--- src/rtl/npc_pkg.sv ---
package npc_pkg;
    typedef enum logic [1:0] {
        SEL_INC  = 2'd0,
        SEL_ADD  = 2'd1,
        SEL_BUS  = 2'd2,
        SEL_HOLD = 2'd3
    } npc_sel_e;

    typedef enum logic {
        PH_FETCH = 1'b0,
        PH_EXEC  = 1'b1
    } npc_phase_e;

    localparam logic [3:0] OP_BRANCH = 4'b0000;
    localparam logic [3:0] OP_JUMP   = 4'b1100;
    localparam int unsigned NUM_FLAGS = 3;
endpackage

--- src/rtl/npc_cond_eval.sv ---
module npc_cond_eval
    import npc_pkg::*;
(
    input  logic [NUM_FLAGS-1:0] mask,
    input  logic [NUM_FLAGS-1:0] flags,
    output logic                 hit
);
    logic [NUM_FLAGS-1:0] hit_vec;

    for (genvar i = 0; i < NUM_FLAGS; i++) begin : g_flag
        assign hit_vec[i] = mask[i] & flags[i];
    end

    assign hit = |hit_vec;
endmodule

--- src/rtl/npc_offset_add.sv ---
module npc_offset_add #(
    parameter int unsigned W     = 16,
    parameter int unsigned OFF_W = 9
) (
    input  logic [W-1:0]     base,
    input  logic [OFF_W-1:0] off,
    output logic [W-1:0]     sum
);
    localparam int unsigned EXT_W = W - OFF_W;

    logic [W-1:0] off_ext;

    assign off_ext = {{EXT_W{off[OFF_W-1]}}, off};
    assign sum     = base + off_ext;
endmodule

--- src/rtl/npc_phase_ctrl.sv ---
module npc_phase_ctrl
    import npc_pkg::*;
(
    input  logic       clk,
    input  logic       rst_n,
    input  logic       fetch_stb,
    input  logic       exec_stb,
    input  logic [3:0] opcode,
    input  logic       cond_hit,
    output npc_phase_e phase,
    output npc_sel_e   sel,
    output logic       taken
);
    npc_phase_e state_q, state_d;

    // next-state: T_FETCHED and T_RETIRED
    always_comb begin
        state_d = state_q;
        unique case (state_q)
            PH_FETCH: if (fetch_stb) state_d = PH_EXEC;
            PH_EXEC:  if (exec_stb)  state_d = PH_FETCH;
        endcase
    end

    always_ff @(posedge clk) begin
        if (!rst_n) state_q <= PH_FETCH;
        else        state_q <= state_d;
    end

    always_comb begin
        sel   = SEL_HOLD;
        taken = 1'b0;
        unique case (state_q)
            PH_FETCH: begin
                if (fetch_stb) sel = SEL_INC;
            end
            PH_EXEC: begin
                if (exec_stb) begin
                    if (opcode == OP_BRANCH && cond_hit) begin
                        sel   = SEL_ADD;
                        taken = 1'b1;
                    end else if (opcode == OP_JUMP) begin
                        sel   = SEL_BUS;
                        taken = 1'b1;
                    end
                end
            end
        endcase
    end

    assign phase = state_q;

    AST_TAKEN_REDIRECTS: assert property (@(posedge clk) disable iff (!rst_n)
        taken |-> (sel == SEL_ADD || sel == SEL_BUS));
    AST_PHASE_FLIP: assert property (@(posedge clk) disable iff (!rst_n)
        (state_q == PH_FETCH && fetch_stb) |=> (state_q == PH_EXEC));
    AST_NO_REDIRECT_IN_FETCH: assert property (@(posedge clk) disable iff (!rst_n)
        (state_q == PH_FETCH) |-> !taken);
endmodule

--- src/rtl/nextpc_unit.sv ---
module nextpc_unit
    import npc_pkg::*;
#(
    parameter int unsigned         ADDR_W   = 16,
    parameter int unsigned         OFF_W    = 9,
    parameter logic [ADDR_W-1:0]   RESET_PC = 16'h3000
) (
    input  logic              clk,
    input  logic              rst_n,
    input  logic              fetch_stb,
    input  logic              exec_stb,
    input  logic [15:0]       instr,
    input  logic              flag_n,
    input  logic              flag_z,
    input  logic              flag_p,
    input  logic [ADDR_W-1:0] reg_val,
    output logic [ADDR_W-1:0] pc_q,
    output logic              taken,
    output logic [1:0]        pc_sel
);
    localparam int unsigned OPC_LO  = 12;
    localparam int unsigned MASK_LO = 9;
    localparam int unsigned MASK_HI = MASK_LO + NUM_FLAGS - 1;

    logic [ADDR_W-1:0] pc_inc;
    logic [ADDR_W-1:0] br_target;
    logic [3:0]        opcode;
    logic [NUM_FLAGS-1:0] br_mask;
    logic [NUM_FLAGS-1:0] flags;
    logic              cond_hit;
    npc_sel_e          sel;
    npc_phase_e        phase;

    assign opcode  = instr[OPC_LO+3:OPC_LO];
    assign br_mask = instr[MASK_HI:MASK_LO];
    assign flags   = {flag_n, flag_z, flag_p};
    assign pc_inc  = pc_q + ADDR_W'(1);

    npc_cond_eval u_cond (
        .mask  (br_mask),
        .flags (flags),
        .hit   (cond_hit)
    );

    npc_offset_add #(.W(ADDR_W), .OFF_W(OFF_W)) u_add (
        .base (pc_q),
        .off  (instr[OFF_W-1:0]),
        .sum  (br_target)
    );

    npc_phase_ctrl u_ctrl (
        .clk       (clk),
        .rst_n     (rst_n),
        .fetch_stb (fetch_stb),
        .exec_stb  (exec_stb),
        .opcode    (opcode),
        .cond_hit  (cond_hit),
        .phase     (phase),
        .sel       (sel),
        .taken     (taken)
    );

    // three-input next-PC multiplexer plus hold
    always_ff @(posedge clk) begin
        if (!rst_n) begin
            pc_q <= RESET_PC;
        end else begin
            unique case (sel)
                SEL_INC:  pc_q <= pc_inc;
                SEL_ADD:  pc_q <= br_target;
                SEL_BUS:  pc_q <= reg_val;
                SEL_HOLD: pc_q <= pc_q;
            endcase
        end
    end

    assign pc_sel = sel;

    AST_INC_STEP: assert property (@(posedge clk) disable iff (!rst_n)
        (sel == SEL_INC) |=> (pc_q == $past(pc_q) + ADDR_W'(1)));
    AST_HOLD_STABLE: assert property (@(posedge clk) disable iff (!rst_n)
        (sel == SEL_HOLD) |=> $stable(pc_q));
    AST_JUMP_LOAD: assert property (@(posedge clk) disable iff (!rst_n)
        (sel == SEL_BUS) |=> (pc_q == $past(reg_val)));
    AST_FULL_MASK: assert property (@(posedge clk) disable iff (!rst_n)
        (exec_stb && phase == PH_EXEC && opcode == OP_BRANCH &&
         br_mask == 3'b111 && $onehot(flags)) |-> taken);
    AST_NULL_MASK: assert property (@(posedge clk) disable iff (!rst_n)
        (opcode == OP_BRANCH && br_mask == 3'b000) |-> !taken);
endmodule

--- config.mk ---
export PLATFORM = sky130hd
export DESIGN_NAME = nextpc_unit
export DESIGN_NICKNAME = d
export VERILOG_FILES = /design/src/rtl/npc_pkg.sv /design/src/rtl/npc_cond_eval.sv /design/src/rtl/npc_offset_add.sv /design/src/rtl/npc_phase_ctrl.sv /design/src/rtl/nextpc_unit.sv
export SDC_FILE = /design/constraint.sdc
export NUM_CORES = 1
export LEC_CHECK = 0
export ABC_AREA = 1
export ABC_CLOCK_PERIOD_IN_PS = 2000
export CORE_MARGIN = 10
export CORE_UTILIZATION = 30
export CTS_CLUSTER_DIAMETER = 120
export DETAILED_ROUTE_END_ITERATION = 8
export SYNTH_ARGS = -nofsm -noshare
export SYNTH_HDL_FRONTEND = slang
export SYNTH_HIERARCHICAL = 1
export SYNTH_SLANG_ARGS = --single-unit
--- constraint.sdc ---
create_clock -name clk -period 2 [get_ports clk]
set_clock_uncertainty 0.2 [all_clocks]
set_input_delay 0.2 -clock clk [delete_from_list [all_inputs] [get_ports clk]]
set_output_delay 0.2 -clock clk [all_outputs]
set_load 0.02 [all_outputs]
; After elaboration in Yosys (flattened, before gate mapping)
; Cells that the tools add are included.
[totals]
reg_bits = 17
latchBits = 0
ramBits = 0
mem_bits_ro = 0
elab_cells = 29
n_memories = 0
[classes]
addsub = 2
multipliers = 0
div = 0
magnitude_cmp = 0
eq_ne = 4
shift = 0
mux = 13
bitwise_logic = 4
n_reduce_logical = 4
[op_table]
columns = cell, n
row1 = $pmux W16 S3, 1
row2 = $add A16 B1 Y16 const B, 1
row3 = $add A16 B16 Y16, 1
row4 = $mux W1, 7
row5 = $mux W2, 3
row6 = $eq A2 B2 Y1 const B, 2
row7 = $eq A4 B4 Y1 const B, 1
row8 = $logic_not A4 Y1, 1
row9 = $pmux W2 S2, 1
row10 = $and A1 B1 Y1, 3
row11 = $reduce_or A3 Y1, 1
row12 = $eq A2 B1 Y1 const B, 1
row13 = $logic_not A2 Y1, 1
row14 = $pmux W1 S2, 1
row15 = $logic_and A1 B1 Y1, 1
row16 = $not A1 Y1, 1

; Logic depth before layout (Yosys ltp)
; Gate-level depths: netlist of the first run.
[logic_depth]
word_depth = 8
mapped_depth = 17
depth_no_buf = 15

; By module
; Netlist of the first run, hierarchy kept.
[modules_own_cells]
columns = module, n_inst, cells_per_inst, area_per_inst_um2, seq_area_each_um2
row1 = nextpc_unit, 1, 205, 1295.0, 320.3
row2 = npc_offset_add, 1, 176, 930.9, 0.0
row3 = npc_phase_ctrl, 1, 20, 101.3, 20.0
row4 = npc_cond_eval, 1, 4, 16.3, 0.0

; Least setup slack after synthesis of the first run
; No wires, ideal clock.
[synth_timing]
path_kind = flip-flop to flip-flop
startpoint = reg pc_q[0]
endpoint = reg pc_q[12]
setup_ns = 0.115
arrival_ns = 1.994
required_time_ns = 1.685
setup_slack_ns = -0.308
stages_incl_launch_ff = 15
synth_period_minus_slack_ns = 2.308
cell_sequence = dfxtp_1 -> ha_1 -> fa_1 -> nand2_1 -> nand2_1 -> and2_4 -> nand3_1 -> nand3_1 -> nand2_1 -> nand2_1 -> a22o_1 -> o21ai_0 -> inv_1 -> nand2_1 -> nand2_1
[synth_between]
elab_chain_cells = 2
elab_cells_between_ends = 3
[synth_rtl]
columns = element, line_no
row1 = from (decl), nextpc_unit.sv:17  ; output logic [ADDR_W-1:0] pc_q,
row2 = from (signal assigned), nextpc_unit.sv:69  ; SEL_INC: pc_q <= pc_inc;
row3 = from (signal assigned), nextpc_unit.sv:70  ; SEL_ADD: pc_q <= br_target;
row4 = from (signal assigned), nextpc_unit.sv:71  ; SEL_BUS: pc_q <= reg_val;
row5 = $add A16 B16 Y16, npc_offset_add.sv:14  ; assign sum = base + off_ext;
row6 = via br_target[12], nextpc_unit.sv:26  ; logic [ADDR_W-1:0] br_target;
row7 = $pmux W16 S3, nextpc_unit.sv:68  ; unique case (sel)
; The timed path passes the listed nets, and every way through them passes these cells.
; A chain may end at the register's enable or synchronous reset.

; Worst setup path after layout of the first run
[layout_timing]
startpoint = reg pc_q[0]
endpoint = reg pc_q[8]
; The elaborated chain is that of the path after synthesis.

==> results.py, run 1 <==
metrics = {
    "power": {
        "cellInternalPower_mw": 1.41,
        "swShare_pct": 44.1,
        "pwr-share-clk_pct": 11.1,
        "power.density_nw_per_um2": 627,
        "p_total_mw": 2.52,
        "comb_power_share_pct": 70.1,
        "ir_worst_vdd_uv": 373,
        "cellLeakagePower_nw": 1.92,
        "seqPwrFrac_pct": 18.8,
        "switching_power_mw": 1.11,
    },
    "place": {
        "hpwl_um": 6670,
        "io_buffers": 57,
        "pre_cts_slack_ns": -0.510,
        "dpl-instance-area_um2": 3480,
        "gp_congestion": 0.866,
    },
    "drt": {
        "drt_iter0_markers": 163,
        "dr.pass1.iters": 5,
        "met1Wirelength_um": 3690,
        "wire_per_inst_um": 13.8,
        "via_per_inst": 4.74,
        "dr.max_layer_used": "met4",
        "route.met3.wl_um": 547,
        "drc": 0,
        "dr_wl_met2_um": 4270,
        "wirelength_um": 8580,
        "dr_total_vias": 2939,
        "antenna_left": 0,
    },
    "logic_synthesis": {
        "ys_warn_count": 6,
        "netlist.area_leader.share_pct": 20.8,
        "synth_adder_area_share_pct": 11.0,
        "synth_xor_xnor_area_share_pct": 3.74,
        "syn_inst": 405,
        "synth_compound_area_share_pct": 17.5,
        "ys_types": 34,
        "synth-simple-area-share_pct": 39.9,
        "synth_nets": 464,
        "synth_seq_cells": 17,
        "synthesis.area_um2": 2340,
        "yosys.area.top_type": "nand2_1",
        "ys_seq_area_share_pct": 14.5,
        "netlist_top_cells_area": "nand2_1 (21%), dfxtp_1 (15%), ha_1 (10%), inv_1 (9.8%), a21oi_1 (6.8%)",
        "synth_top_family_by_area": "simple AND/OR/NAND/NOR gates",
        "synthMuxAreaShare_pct": 0,
        "avgSynthCellArea_um2": 5.79,
    },
    "setup_path": {
        "path_buf_inv": 0,
        "crit_top_cell": "nand2_1",
        "cp_max_fo": 3,
        "crit_family": "adder cells",
        "path_class": "register to register",
        "worstSetupEndpointType": "register",
        "slowest_delay_ns": 0.36,
        "start_kind": "register",
        "critical_path_required_ns": 1.95,
        "cp_cell_sequence": "ha_4 -> fa_2 -> nand2_1 -> nand2_1 -> and2_4 -> nand2_1 -> nand2_1 -> xor2_1 -> a22o_1 -> a21oi_2 -> a21oi_2",
        "slowest_stage": "dfxtp_4",
        "crit_arrival_ns": 2.09,
    },
    "status": {
        "violations": "setup timing",
        "outcome": "finished with violations",
    },
    "sta": {
        "period_share_pct": 107,
        "rsz0062_at_grt": "true",
        "fmax_ghz": 0.467,
        "finalSetupTns_ns": -0.623,
        "final.setup.worst_slack_ns": -0.141,
        "hold_ws_ns": 0.189,
        "period_minus_slack_ns": 2.14,
        "hold_violations": 0,
        "final_max_slew_viol_count": 0,
        "tightest_slew_ns": 0.316,
        "setup_viol": 6,
        "relSlewSlack_pct": 78.8,
    },
    "layout": {
        "fin_area_um2": 4020,
        "nFillCells": 751,
        "seq_area_um2": 367,
        "antennaDiodeCount": 0,
        "multi_input_area_um2": 2110,
        "nNetsFinal": 578,
        "syn2layout_area_growth_pct": 71.4,
        "drive_gt1_share_pct": 33.8,
    },
    "clocking": {
        "numCtsBuffers": 3,
        "cts-root-buf": "clkbuf_8",
        "clkTransAtPathRegs_ns": 0.07,
        "cts_num_sinks": 17,
        "cts_max_level": 1,
        "insertion_delay_ns": 0.26,
        "cts_buffer_depth": 2,
        "cts_tree": "done",
    },
    "global_routing": {
        "grt_pass1_vias": 2822,
        "grt_overflow_total": 0,
        "grtUsageTotal_pct": 13.6,
        "antenna_found_initial": 0,
        "grt_max_degree": 17,
        "grt_pass1_wl_um": 13200,
    },
    "hold_path": {
        "hold_path_class": "input port to register",
    },
    "floorplan": {
        "core_um2": 7650,
        "start_util_pct": 30.6,
        "die_x_um": 108,
        "pin_count": 58,
        "num_rows": 32,
        "dieArea_um2": 11700,
        "die_h_um": 108,
    },
    "flow_run": {
        "max-cap-violations": 0,
    },
}
[state kept, by name, indices dropped and copies added, names as in the netlist]
register / flops
u_ctrl/phase: 1
pc_q: 16
[cell usage after synthesis (all sizes together)]
library cell	instances
o21a	1
inv	65
o31ai	1
nand2	140
buf	6
a21oi	36
fa	1
nand3	26
nand3b	3
o211ai	1
xnor2	3
dfxtp	17
o21ai	21
clkbuf	4
nor2	29
ha	19
xor2	7
clkinv	1
nand4	4
nor3	7
a22o	10
and2	1
or2	2
[repair_timing]
item                       in CTS  in global routing
setup buffers                   4                  3
pin swaps                      21                 32
hold buffers                    0                  0
setup endpoints to repair      19                 19
gates resized for setup        50                 62
[worst reg2reg max path: cells and delay by family (launching register included)]
kind / cells / cell delay, ns
compound gates: 3 / 0.43
xor+xnor: 1 / 0.14
fa+ha+maj: 2 / 0.50
flops: 1 / 0.36
simple gates: 5 / 0.42
[cell families after synthesis]
kind of cell             count (synthesis)
AND/OR/NAND/NOR                        212
buffers and inverters                   76
AO/OA/AOI/OAI                           70
adder cells (fa/ha/maj)                 20
flip-flops                              17
XOR/XNOR                                10
[metal layers]
layer,vias to the layer above,global-route usage (%)
li1,1515,-
met1,1332,16.1
met2,80,24.5
met3,12,3.33
met4,0,2.73
met5,-,0
[path summary, 6_finish.rpt]
| kind | from | end | slack, ns | cells past startpoint |
|---|---|---|---|---|
| worst max-delay path | pc_q[0]$_SDFFE_PN0P_ | pc_q[8]$_SDFFE_PN0P_ | -0.14 | 11 |
| worst min-delay path | exec_stb | u_ctrl/phase$_SDFF_PN0_ | 0.19 | 5 |
| worst max register to register | pc_q[0]$_SDFFE_PN0P_ | pc_q[8]$_SDFFE_PN0P_ | -0.14 | 11 |
| worst min register to register | u_ctrl/phase$_SDFF_PN0_ | u_ctrl/phase$_SDFF_PN0_ | 0.41 | 3 |
[final cells by class]
class	count	share of cell area (%)
multi-input combinational	312	52.6
sequential	17	9.13
clock buffer	4	1.12
inverter	66	6.29
timing repair buffer	119	27.6
tap	102	3.18
[layout by cell type (no fill, tap or decap), types with 6 or more instances in the layout]
master	count
nor2_1	22
nand2_1	108
a21oi_2	14
dlygate4sd2_1	6
nand3_1	20
dlymetal6s2s_1	9
nand2_4	6
nand2_2	26
buf_4	52
dfxtp_2	6
a22o_1	10
clkdlybuf4s50_1	38
a21oi_1	21
dfxtp_1	6
ha_4	17
inv_1	56
buf_6	7
inv_2	9
o21ai_0	16
[power groups by stage]
stage	combinational [mW]	clock, mW	sequential, mW
2_1_floorplan	0.763	0	0.549
3_5_place_dp	1.48	0	0.465
3_3_place_gp	1.47	0	0.463
6_report	1.76	0.278	0.474
5_1_grt	1.94	0.294	0.481
4_1_cts	1.62	0.282	0.469
[stage by stage]
stage | instances | utilization (%)
floorplan | 405 | -
global placement | 609 | 45.5
detailed placement | 609 | 45.5
CTS | 617 | 49.3
global route | 620 | 52.5
finish | 620 | 52.5
Power figures use the tool's default switching activity.
==> run 2: changes to the inputs <==
--- a/config.mk
+++ b/config.mk
@@ -6,7 +6,7 @@
 export NUM_CORES = 1
 export LEC_CHECK = 0
 export ABC_AREA = 1
-export ABC_CLOCK_PERIOD_IN_PS = 2000
+export ABC_CLOCK_PERIOD_IN_PS = 2600
 export CORE_MARGIN = 10
 export CORE_UTILIZATION = 30
 export CTS_CLUSTER_DIAMETER = 120
==> constraint.sdc (replaced) <==
create_clock -name clk -period 2.6 [get_ports clk]
set_clock_uncertainty 0.2 [all_clocks]
set_input_delay 0.26 -clock clk [delete_from_list [all_inputs] [get_ports clk]]
set_output_delay 0.26 -clock clk [all_outputs]
set_load 0.02 [all_outputs]
==> results.py, run 2 (same netlist as run 1, synthesis figures left out) <==
metrics = {
    "setup_path": {
        "slowest_delay_ns": 0.41,
        "startpoint": "pc_q[0]$_SDFFE_PN0P_",
        "slowest_stage": "fa_1",
        "cp_cell_sequence": "ha_1 -> fa_1 -> nand2_1 -> nand2_1 -> and2_4 -> nand3_1 -> nand3_1 -> nand2_1 -> nand2_1 -> a22o_1 -> o21ai_1 -> inv_1 -> nand2_1 -> nand2_1",
        "path_buf_inv": 1,
        "worstSetupEndpointType": "register",
        "crit_top_cell": "nand2_1",
        "path_class": "register to register",
        "cp_max_fo": 5,
        "rr_startpoint": "pc_q[0]$_SDFFE_PN0P_",
        "critical_path_required_ns": 2.56,
        "crit_family": "simple AND/OR/NAND/NOR gates",
        "start_kind": "register",
        "crit_arrival_ns": 2.31,
    },
    "floorplan": {
        "start_util_pct": 30.6,
        "die_h_um": 108,
        "die_x_um": 108,
        "pin_count": 58,
        "core_um2": 7650,
        "dieArea_um2": 11700,
        "num_rows": 32,
    },
    "layout": {
        "post-route-util_pct": 42.4,
        "regMostFlops": "pc_q",
        "final_common_cell": "nand2_1",
        "layout_common_cells": "nand2_1 (130), inv_1 (61), clkdlybuf4s50_1 (56), a21oi_1 (32)",
        "nNetsFinal": 543,
        "largest_register_ffs": 16,
        "finalNonFillerCells": 585,
        "syn2layout_area_growth_pct": 38.3,
        "nFillCells": 808,
        "antennaDiodeCount": 0,
        "drive_gt1_share_pct": 11.8,
    },
    "clocking": {
        "cts-root-buf": "clkbuf_8",
        "cts_buffer_depth": 2,
        "cts_num_sinks": 17,
        "numCtsBuffers": 3,
        "insertion_delay_ns": 0.26,
        "cts_setup_buffers": 0,
        "cts_tree": "done",
        "cts_max_level": 1,
        "clkTransAtPathRegs_ns": 0.08,
    },
    "drt": {
        "drc": 0,
        "dr_total_vias": 2775,
        "met1Wirelength_um": 3650,
        "dr.max_layer_used": "met4",
        "dr_wl_met2_um": 3380,
        "wire_per_inst_um": 13.1,
        "antenna_left": 0,
        "wirelength_um": 7660,
        "via_per_inst": 4.74,
        "dr.pass1.iters": 4,
        "route.met3.wl_um": 473,
        "drt_iter0_markers": 116,
    },
    "hold_path": {
        "hold_path_startpoint": "u_ctrl/phase$_SDFF_PN0_",
        "hold_path_class": "register to register",
    },
    "global_routing": {
        "grt_overflow_total": 0,
        "grt_pass1_vias": 2726,
        "antenna_found_initial": 0,
        "grtUsageTotal_pct": 12.9,
        "grt_max_degree": 17,
        "grt_pass1_wl_um": 12400,
    },
    "sta": {
        "hold_ws_ns": 0.360,
        "tightest_slew_ns": 0.637,
        "rsz0062_at_grt": "false",
        "period_share_pct": 90.2,
        "setup_viol": 0,
        "period_minus_slack_ns": 2.34,
        "final.setup.worst_slack_ns": 0.255,
        "relSlewSlack_pct": 57.5,
        "final_max_slew_viol_count": 0,
        "fmax_ghz": 0.426,
        "hold_violations": 0,
    },
    "flow_run": {
        "max-cap-violations": 0,
    },
    "power": {
        "cellLeakagePower_nw": 1.61,
        "ir_worst_vdd_uv": 244,
        "power.density_nw_per_um2": 491,
    },
    "status": {
        "outcome": "finished, final reports clean",
    },
    "place": {
        "hpwl_um": 6310,
        "dpl.cell_count": 581,
        "gp_congestion": 0.874,
        "io_buffers": 57,
        "pre_cts_slack_ns": -0.0873,
    },
}
## run 2: changes by cell type in the layout (fill, tap and decap cells not counted), moves of 7 or more
cell and delta:
dfxtp_1 +11, nand2_1 +22, buf_4 -26, clkdlybuf4s50_1 +18, ha_1 +18, nand2_2 -17, ha_4 -17, a21oi_2 -10
a21oi_1 +11, dlymetal6s2s_1 -8, buf_6 -7
## run 2: where the power goes
part | switching, mW | internal [mW] | leakage [nW] | total (mW)
sequential | 0.0570 | 0.302 | 0.141 | 0.359
combinational | 0.559 | 0.457 | 1.44 | 1.02
clock | 0.107 | 0.109 | 0.0228 | 0.216
## run 2: repair_timing
action,4_1_cts,5_1_grt
hold buffers,0,0
resized for setup,0,2
endpoints found under the setup margin,0,3
## run 2: area by class of cell
cell class | instances | area [um^2] | share of cell area [%]
sequential | 17 | 340 | 10.5
timing repair buffer | 84 | 788 | 24.3
multi-input combinational | 312 | 1690 | 52.2
clock buffer | 4 | 45.0 | 1.39
inverter | 66 | 248 | 7.64
tap | 102 | 128 | 3.94
## run 2: routing by layer
metal,vias to the layer above,GRT usage (%)
met2,75,21.5
met1,1232,16.1
met5,-,0
met3,14,3.15
li1,1454,-
met4,0,3.67
## run 2: worst paths after layout
path | endpoint | slack (ns) | depth (start not counted)
min reg2reg | u_ctrl/phase$_SDFF_PN0_ | 0.36 | 2
max reg2reg | pc_q[12]$_SDFFE_PN1P_ | 0.26 | 14
max | pc_q[12]$_SDFFE_PN1P_ | 0.26 | 14
min | u_ctrl/phase$_SDFF_PN0_ | 0.36 | 2
## run 2: worst min-delay path: cells and delay by family, from the launching register on
family,cells,cell delay [ns]
flops,1,0.34
simple gates,2,0.18
## run 2: metrics by stage
step | cell area (um^2) | total power, mW | setup TNS [ns]
finish | 3240 | 1.59 | 0
global route | 3240 | 1.73 | 0
CTS | 3240 | 1.60 | 0
detailed placement | 3190 | 1.38 | -0.272
global placement | 3190 | 1.37 | -0.131
floorplan | 2340 | 0.983 | 0
==> run 3: changes to the inputs <==
--- a/config.mk
+++ b/config.mk
@@ -7,6 +7,7 @@
 export LEC_CHECK = 0
 export ABC_AREA = 1
 export ABC_CLOCK_PERIOD_IN_PS = 2600
+export CORE_ASPECT_RATIO = 1.4
 export CORE_MARGIN = 10
 export CORE_UTILIZATION = 30
 export CTS_CLUSTER_DIAMETER = 120
==> results.py, run 3 (same netlist as run 1, synthesis figures left out) <==
metrics = {
    "status": {
        "outcome": "finished, final reports clean",
    },
    "place": {
        "dpl-instance-area_um2": 3260,
        "pre_cts_slack_ns": -0.110,
        "io_buffers": 57,
        "hpwl_um": 6710,
        "gp_congestion": 0.858,
    },
    "global_routing": {
        "grt_pass1_vias": 2831,
        "grt_pass1_wl_um": 13100,
        "antenna_found_initial": 0,
        "grt_max_degree": 17,
        "grtUsageTotal_pct": 13.5,
        "grt_overflow_total": 0,
    },
    "power": {
        "power.density_nw_per_um2": 491,
        "ir_worst_vdd_uv": 189,
        "cellLeakagePower_nw": 1.65,
    },
    "drt": {
        "wirelength_um": 8020,
        "dr.pass1.iters": 4,
        "wire_per_inst_um": 13.5,
        "via_per_inst": 4.74,
        "antenna_left": 0,
        "dr_total_vias": 2808,
        "drc": 0,
        "drt_iter0_markers": 146,
    },
    "layout": {
        "seq_area_um2": 340,
        "final_common_cell": "nand2_1",
        "nNetsFinal": 552,
        "regMostFlops": "pc_q",
        "antennaDiodeCount": 0,
        "largest_register_ffs": 16,
        "syn2layout_area_growth_pct": 41.6,
        "fin_area_um2": 3320,
        "drive_gt1_share_pct": 13.6,
        "nFillCells": 837,
        "multi_input_area_um2": 1700,
        "layout_common_cells": "nand2_1 (130), inv_1 (61), clkdlybuf4s50_1 (56), buf_4 (35), a21oi_1 (32)",
    },
    "flow_run": {
        "max-cap-violations": 0,
    },
    "setup_path": {
        "slowest_delay_ns": 0.41,
        "cp_cell_sequence": "clkdlybuf4s50_1 -> ha_1 -> fa_1 -> nand2_1 -> nand2_1 -> and2_4 -> nand3_1 -> nand3_1 -> nand2_1 -> nand2_1 -> a22o_1 -> o21ai_0 -> inv_1 -> nand2_1 -> nand2_1",
        "crit_arrival_ns": 2.36,
        "slowest_stage": "clkdlybuf4s50_1",
        "crit_top_cell": "nand2_1",
        "critical_path_required_ns": 2.56,
        "path_class": "input port to register",
        "cp_max_fo": 3,
        "start_kind": "input port",
        "worstSetupEndpointType": "register",
    },
    "clocking": {
        "cts_num_sinks": 17,
        "insertion_delay_ns": 0.26,
        "numCtsBuffers": 3,
        "ctsHoldBuffers": 0,
        "cts-root-buf": "clkbuf_8",
        "cts_max_level": 1,
        "cts_setup_buffers": 0,
        "cts_tree": "done",
        "clkTransAtPathRegs_ns": 0.07,
        "cts_buffer_depth": 2,
        "cts_resized": 0,
    },
    "floorplan": {
        "core_um2": 7700,
        "dieArea_um2": 11800,
        "die_x_um": 94.7,
        "pin_count": 58,
        "die_h_um": 125,
        "start_util_pct": 30.4,
        "num_rows": 38,
    },
    "hold_path": {
        "hold_path_class": "register to register",
    },
    "sta": {
        "rsz0062_at_grt": "false",
        "period_share_pct": 92.5,
        "relSlewSlack_pct": 67.3,
        "fmax_ghz": 0.416,
        "final_max_slew_viol_count": 0,
        "period_minus_slack_ns": 2.40,
        "finalSetupTns_ns": 0,
        "final.setup.worst_slack_ns": 0.195,
        "tightest_slew_ns": 0.489,
        "hold_violations": 0,
        "setup_viol": 0,
    },
}
run 3: cell count changes in the layout (fill, tap and decap cells not counted), sizes merged:
cell	change
buf	+9
run 3: worst max-delay path: cells and delay by family:
kind | cells | cell delay, ns
adder cells (fa/ha/maj) | 2 | 0.62
AO/OA/AOI/OAI | 2 | 0.35
AND/OR/NAND/NOR | 9 | 0.66
buffers and inverters | 2 | 0.47
run 3: per-layer routing:
layer	global-route usage (%)	part of all wire [%]	vias up	routed length, um
met3	1.93	5.3	13	428
met1	14.9	39	1261	3160
li1	-	-	1466	-
met4	4.24	2.3	0	182
met2	25.0	53	68	4250
met5	0	0	-	0
run 3: final timing paths:
kind | start | endpoint | slack [ns] | cells after the start
max | instr[0] | pc_q[12]$_SDFFE_PN1P_ | 0.20 | 15
max reg2reg | pc_q[0]$_SDFFE_PN0P_ | pc_q[12]$_SDFFE_PN1P_ | 0.27 | 14
min reg2reg | u_ctrl/phase$_SDFF_PN0_ | u_ctrl/phase$_SDFF_PN0_ | 0.38 | 2
min | u_ctrl/phase$_SDFF_PN0_ | u_ctrl/phase$_SDFF_PN0_ | 0.38 | 2
run 3: layout make-up:
type / instances / area share (%)
Timing Repair Buffer: 93 / 25.8
Tap cell: 100 / 3.77
Sequential cell: 17 / 10.3
Inverter: 66 / 7.47
Clock buffer: 4 / 1.36
Multi-Input combinational cell: 312 / 51.4
run 3: power by group:
part | switching [mW] | total (mW) | internal [mW]
Sequential | 0.0509 | 0.353 | 0.302
Clock | 0.107 | 0.216 | 0.109
Combinational | 0.578 | 1.06 | 0.484
run 3: through the flow:
step	util [%]	cells	hold WS, ns	power [mW]
global placement	42.3	588	0.329	1.41
finish	43.1	592	0.375	1.63
floorplan	-	405	0.196	0.983
detailed placement	42.3	588	0.361	1.42
global route	43.1	592	0.394	1.77
CTS	42.9	592	0.375	1.64
